File: src/rtl/pwr_seq_pkg.sv
package pwr_seq_pkg;
  typedef enum logic [1:0] {
    ST_SLEEP = 2'd0,
    ST_TX    = 2'd1,
    ST_RX    = 2'd2,
    ST_NET   = 2'd3
  } mac_state_e;

  function automatic logic move_ok(mac_state_e from, mac_state_e to);
    return (from != to) && !(from == ST_SLEEP && to == ST_NET);
  endfunction
endpackage

File: src/rtl/pwr_wake_timer.sv
module pwr_wake_timer #(
  parameter int PW         = 16,
  parameter int DEF_PERIOD = 3277
) (
  input  logic          clk,
  input  logic          rst,
  input  logic          tick,
  input  logic          period_wr,
  input  logic [PW-1:0] period_val,
  output logic          wake_irq
);
  localparam logic [PW-1:0] DEF_P = PW'(DEF_PERIOD);
  localparam logic [PW-1:0] ONE   = PW'(1);

  logic [PW-1:0] per_q;
  logic [PW-1:0] cnt_q;
  logic [PW-1:0] per_m1;

  assign per_m1 = per_q - ONE;

  always_ff @(posedge clk) begin
    if (rst) begin
      per_q    <= DEF_P;
      cnt_q    <= '0;
      wake_irq <= 1'b0;
    end else begin
      wake_irq <= 1'b0;
      if (period_wr)
        per_q <= (period_val == '0) ? ONE : period_val;
      if (tick) begin
        if (cnt_q >= per_m1) begin
          cnt_q    <= '0;
          wake_irq <= 1'b1;
        end else begin
          cnt_q <= cnt_q + ONE;
        end
      end
    end
  end

  // an interrupt always coincides with a freshly reloaded count
  p_reload_r9: assert property (@(posedge clk) disable iff (rst)
    wake_irq |-> (cnt_q == '0));

  // the period register never holds zero
  p_per_nonzero_r11: assert property (@(posedge clk) disable iff (rst)
    per_q != '0);
endmodule

File: src/rtl/pwr_mac_fsm.sv
module pwr_mac_fsm
  import pwr_seq_pkg::*;
(
  input  logic       clk,
  input  logic       rst,
  input  logic       req_valid,
  input  logic [1:0] req_state,
  input  logic       wake_irq,
  output mac_state_e st,
  output logic       req_err
);
  mac_state_e req_s;
  assign req_s = mac_state_e'(req_state);

  always_ff @(posedge clk) begin
    if (rst) begin
      st      <= ST_SLEEP;
      req_err <= 1'b0;
    end else if (st == ST_SLEEP && wake_irq) begin
      st <= ST_RX;
    end else if (req_valid) begin
      if (move_ok(st, req_s)) st <= req_s;
      else                    req_err <= 1'b1;
    end
  end

  // timer wake from sleep lands in receive
  p_wake_rx_r10: assert property (@(posedge clk) disable iff (rst)
    (st == ST_SLEEP && wake_irq) |=> (st == ST_RX));

  // error flag is sticky
  p_err_sticky_r3: assert property (@(posedge clk) disable iff (rst)
    req_err |=> req_err);

  // sleep never jumps straight to network processing
  p_no_net_jump_r2: assert property (@(posedge clk) disable iff (rst)
    (st == ST_SLEEP) |=> (st != ST_NET));
endmodule

File: src/rtl/pwr_domain_ctrl.sv
module pwr_domain_ctrl
  import pwr_seq_pkg::*;
#(
  parameter int LEAD = 8
) (
  input  logic       clk,
  input  logic       rst,
  input  mac_state_e st,
  output logic       tx_en,
  output logic       rx_en,
  output logic       pll_en,
  output logic       mac_en,
  output logic       pm_en,
  output logic       cpu_en,
  output logic       memc_clk_en,
  output logic       ram_clk_en
);
  localparam int LW = (LEAD < 1) ? 1 : $clog2(LEAD + 1);
  localparam logic [LW-1:0] LEAD_C = LW'(LEAD);

  logic [1:0]    want;
  logic [1:0]    radio;
  logic [LW-1:0] lc_q;
  logic          settled;

  assign want[0] = (st == ST_TX);
  assign want[1] = (st == ST_RX);
  assign settled = pll_en && (lc_q == LEAD_C);

  generate
    for (genvar i = 0; i < 2; i++) begin : g_radio
      logic r_q;
      always_ff @(posedge clk) begin
        if (rst)                            r_q <= 1'b0;
        else if (!want[i])                  r_q <= 1'b0;
        else if (settled && !radio[1 - i])  r_q <= 1'b1;
      end
      assign radio[i] = r_q;

      // a radio enable only rises after the PLL lead has elapsed
      p_lead_r6: assert property (@(posedge clk) disable iff (rst)
        $rose(r_q) |-> ($past(pll_en) && $past(lc_q) == LEAD_C && pll_en));
    end
  endgenerate

  always_ff @(posedge clk) begin
    if (rst)                pll_en <= 1'b0;
    else if (want != 2'b00) pll_en <= 1'b1;
    else if (radio == 2'b00) pll_en <= 1'b0;
  end

  always_ff @(posedge clk) begin
    if (rst || !pll_en)      lc_q <= '0;
    else if (lc_q != LEAD_C) lc_q <= lc_q + LW'(1);
  end

  always_ff @(posedge clk) begin
    if (rst) begin
      mac_en      <= 1'b0;
      pm_en       <= 1'b0;
      cpu_en      <= 1'b0;
      memc_clk_en <= 1'b0;
      ram_clk_en  <= 1'b0;
    end else begin
      mac_en      <= (st != ST_SLEEP);
      pm_en       <= (st != ST_SLEEP);
      cpu_en      <= (st == ST_NET);
      memc_clk_en <= (st != ST_SLEEP);
      ram_clk_en  <= (st != ST_SLEEP);
    end
  end

  assign tx_en = radio[0];
  assign rx_en = radio[1];

  // transmitter and receiver never live together
  p_excl_r5: assert property (@(posedge clk) disable iff (rst)
    !(tx_en && rx_en));

  // PLL drops only after both radios have been off
  p_pll_off_r7: assert property (@(posedge clk) disable iff (rst)
    $fell(pll_en) |-> (radio == 2'b00 && $past(radio) == 2'b00));

  // host CPU never runs alongside a radio
  p_cpu_quiet_r4: assert property (@(posedge clk) disable iff (rst)
    cpu_en |-> (radio == 2'b00));
endmodule

File: src/rtl/pwr_seq_top.sv
module pwr_seq_top
  import pwr_seq_pkg::*;
#(
  parameter int LEAD       = 8,
  parameter int PW         = 16,
  parameter int DEF_PERIOD = 3277
) (
  input  logic          clk,
  input  logic          rst,
  input  logic          req_valid,
  input  logic [1:0]    req_state,
  input  logic          tick,
  input  logic          period_wr,
  input  logic [PW-1:0] period_val,
  output logic [1:0]    state_o,
  output logic          tx_en,
  output logic          rx_en,
  output logic          pll_en,
  output logic          mac_en,
  output logic          pm_en,
  output logic          cpu_en,
  output logic          memc_clk_en,
  output logic          ram_clk_en,
  output logic          wake_irq,
  output logic          req_err
);
  mac_state_e st;

  pwr_wake_timer #(.PW(PW), .DEF_PERIOD(DEF_PERIOD)) u_timer (
    .clk(clk), .rst(rst), .tick(tick), .period_wr(period_wr),
    .period_val(period_val), .wake_irq(wake_irq)
  );

  pwr_mac_fsm u_fsm (
    .clk(clk), .rst(rst), .req_valid(req_valid), .req_state(req_state),
    .wake_irq(wake_irq), .st(st), .req_err(req_err)
  );

  pwr_domain_ctrl #(.LEAD(LEAD)) u_dom (
    .clk(clk), .rst(rst), .st(st), .tx_en(tx_en), .rx_en(rx_en),
    .pll_en(pll_en), .mac_en(mac_en), .pm_en(pm_en), .cpu_en(cpu_en),
    .memc_clk_en(memc_clk_en), .ram_clk_en(ram_clk_en)
  );

  assign state_o = st;
endmodule

File: config.mk
export PLATFORM = sky130hd
export DESIGN_NAME = pwr_seq_top
export DESIGN_NICKNAME = d
export VERILOG_FILES = /design/src/rtl/pwr_seq_pkg.sv /design/src/rtl/pwr_wake_timer.sv /design/src/rtl/pwr_mac_fsm.sv /design/src/rtl/pwr_domain_ctrl.sv /design/src/rtl/pwr_seq_top.sv
export SDC_FILE = /design/constraint.sdc
export NUM_CORES = 1
export LEC_CHECK = 0
export BUFFER_PORTS_ARGS = -buffer_cell sky130_fd_sc_hd__buf_2
export CORE_AREA = 5 5 71 73
export DETAILED_ROUTE_END_ITERATION = 8
export DIE_AREA = 0 0 76 78
export PLACE_DENSITY = 0.82
export RECOVER_POWER = 25
export SLEW_MARGIN = 20
export SYNTH_ARGS = -nofsm -noshare
export SYNTH_HDL_FRONTEND = slang
export SYNTH_SLANG_ARGS = --single-unit
File: constraint.sdc
create_clock -name clk -period 6.05 [get_ports clk]
set_input_delay 1.21 -clock clk [delete_from_list [all_inputs] [get_ports clk]]
set_output_delay 1.21 -clock clk [all_outputs]
set_load 0.005 [all_outputs]
==> metrics.yaml <==
sta:
  setup_viol: 0
  fin_crit_ns: 3.325
  finalHoldViolations: 0
  fmax_mhz: 300.7
  drv_slew: 43
  worst_pin_slew_ns: 1.771
  timing.final.ws_setup_ns: 2.725
  timing.final.crit_share_pct: 54.96
  slew_headroom_pct: -18.08
  grt_setup_unrepaired: "no"
  fin_skew_ns: 0.007721
  fin_tns_setup_ns: 0
synth:
  ys_seq_area_share_pct: 35.28
  synth_fp_nets: 332
  ys_async_sr_fraction_pct: 0
  netlist_instances: 285
  synth_area_um2: 2554
  yosysTopAreaCellShare_pct: 35.28
  synth.largest_area_cell: "dfxtp_1"
  synth_ff_type: "dfxtp_1"
  synth.top_cells.by_count: "45 x dfxtp_1, 30 x nor2_1, 24 x ha_1"
  ys_ff_latch: 45
  yosys.cell_count.top_type: "dfxtp_1"
  synthTopCellsByArea: "dfxtp_1 35%, ha_1 12%, xor2_1 7.9%"
  synth_cell_types: 41
  synth-edff-count: 0
  synth.avg_cell_area_um2: 8.960
  yosysWarnings: 0
cells_and_area:
  diodes: 0
  regArea_um2: 900.9
  area_delta_synth_final_pct: 11.07
  drive_gt1_share_pct: 15.87
  nets: 361
  post-route-cell-area_um2: 2836
  fillCellCount: 371
  post-route-util_pct: 66.05
  multi_input_area_um2: 1549
global_routing:
  grt_pass1_vias: 1969
  overflow: 0
  antenna_found_initial: 0
  grt_max_degree: 43
  grt_pass1_wl_um: 8949
  grt_util_all_layers_pct: 17.89
min_path:
  whs_path_depth: 2
  hp-class: "register to register"
  hold_end: "u_dom.pll_en"
  hold_start: "u_dom.pll_en"
cts:
  cts_max_path_buffers: 2
  post_cts_buffers: 0
  htreeDepth: 2
  cts_buffers: 5
  cts.sinks: 45
  post_cts_resized: 0
  cts-root-buf: "clkbuf_8"
  clkTransAtPathRegs_ns: 0.09
  cts_tree: "done"
  hold_buffers: 0
  clk_latency_ns: 0.30
worst_setup_path:
  reg2reg_depth: 11
  r2r_slack_ns: 2.72
  cp_max_fo: 16
  crit_type: "register to register"
  startpoint_type: "register"
  critPathArrivalTime_ns: 3.44
  regToRegEndpoint: "u_timer.cnt_q[10]"
  required_ns: 6.16
  r2r-start: "u_timer.per_q[2]"
  endpoint_kind: "register"
drt:
  first_iter_violations: 128
  via_per_inst: 5.638
  dr.pass1.iters: 4
  wl_per_cell_um: 13.73
  ant_nets: 0
  wl_um: 5039
  drc_errors: 0
  vias: 2069
status:
  failed_checks: "capacitance limit, slew limit"
  status: "finished with violations"
die:
  die_width_um: 76
  fp-row-count: 24
  initial_core_util_pct: 59.47
  die_h_um: 78
  core-area_um2: 4294
  dieArea_um2: 5928
  ioPinCount: 35
job:
  cap_violations: 1
power_and_ir_drop:
  peakVddDrop_uv: 147.0
  power.total_mw: 0.6224
  leakage_nw: 1.176
  p_per_area_nw_per_um2: 219.4
placed_design:
  port_buffers: 34
  dp_slack_ns: 2.797
  hpwlAfterDp_um: 3802
  dpl_cell_area_um2: 2723
  finalWeightedCongestion: 0.8155
cells in the final DEF, fill, tap and decap left out, drive strengths merged, types with 2 or more instances in the layout:
| cell | netlist | final |
|---|---|---|
| nor4b | 2 | 2 |
| inv | 10 | 10 |
| nand3 | 8 | 8 |
| mux2i | 13 | 13 |
| a31oi | 3 | 3 |
| nor3b | 2 | 2 |
| dfxtp | 45 | 45 |
| nand2 | 19 | 19 |
| nor2 | 31 | 31 |
| xnor2 | 10 | 10 |
| nor3 | 21 | 21 |
| nand2b | 2 | 2 |
| nand4 | 9 | 9 |
| o21ai | 5 | 5 |
| nor2b | 11 | 11 |
| a21oi | 11 | 11 |
| nor4 | 8 | 8 |
| ha | 24 | 24 |
| xor2 | 23 | 23 |
| clkbuf | 6 | 6 |
| nand3b | 2 | 2 |
| buf | 6 | 33 |
| a211o | 6 | 6 |
sequential cells by signal, indices dropped and copies added (netlist names):
| signal | flops |
|---|---|
| u_dom.pll_en | 1 |
| u_timer.cnt_q | 16 |
| u_dom.mac_en | 1 |
| u_dom.tx_en | 1 |
| u_timer.wake_irq | 1 |
| u_fsm.req_err | 1 |
| u_dom.lc_q | 4 |
| u_dom.cpu_en | 1 |
| u_timer.per_q | 16 |
| u_dom.rx_en | 1 |
| u_fsm.st | 2 |
area by class of cell:
cell class,count,share of cell area [%]
inverter,10,1.323
multi-input combinational,218,54.61
timing repair buffer,34,5.955
clock inverter,3,1.632
tap,52,2.294
clock buffer,5,2.426
sequential,45,31.76
worst max-delay path by stage:
stage	start	end	slack, ns
global placement	u_timer.per_q[2]	u_timer.wake_irq	2.95
global route	u_timer.per_q[2]	u_timer.cnt_q[2]	2.40
CTS	u_timer.per_q[2]	u_timer.cnt_q[10]	2.74
finish	u_timer.per_q[2]	u_timer.cnt_q[10]	2.72
detailed placement	u_timer.per_q[2]	u_timer.wake_irq	2.80
floorplan	u_timer.per_q[7]	u_timer.cnt_q[6]	3.30
report_power, final:
group / internal (mW) / switching, mW / leakage, nW
sequential: 0.307 / 0.0138 / 0.367
combinational: 0.0338 / 0.0367 / 0.754
clock: 0.124 / 0.107 / 0.0543
total: 0.465 / 0.158 / 1.18
critical path, stage by stage (launching register included):
cell	delay (ns)
dfxtp_1	0.36
nor4_2	0.35
nor4b_4	0.38
nand3b_2	0.15
nor3_2	0.14
xnor2_1	0.08
ha_1	0.33
nand4_2	0.16
nor3_1	0.31
nor4_2	0.10
a31oi_2	0.64
nor3_1	0.12
cell families after synthesis:
| kind of cell | count (synthesis) | share of synthesized area, % |
|---|---|---|
| AND/OR/NAND/NOR | 120 | 25.38 |
| flip-flops | 45 | 35.28 |
| XOR/XNOR | 33 | 11.32 |
| AO/OA/AOI/OAI | 28 | 7.104 |
| adder cells (fa/ha/maj) | 24 | 11.76 |
| buffers and inverters | 22 | 4.067 |
| multiplexers | 13 | 5.095 |
per-layer routing:
layer | routed length, µm | global-route usage, %
met5 | 0 | 0
met4 | 87 | 6.406
met3 | 246 | 4.630
met2 | 2499 | 30.74
met1 | 2205 | 21.47
stage by stage:
stage	hold slack, ns	cells
2_1_floorplan	0.4605	285
3_3_place_gp	0.4466	359
3_5_place_dp	0.4776	359
4_1_cts	0.5043	367
5_1_grt	0.5198	367
6_report	0.5061	367
Note: power is estimated with default switching activity, not from simulation.
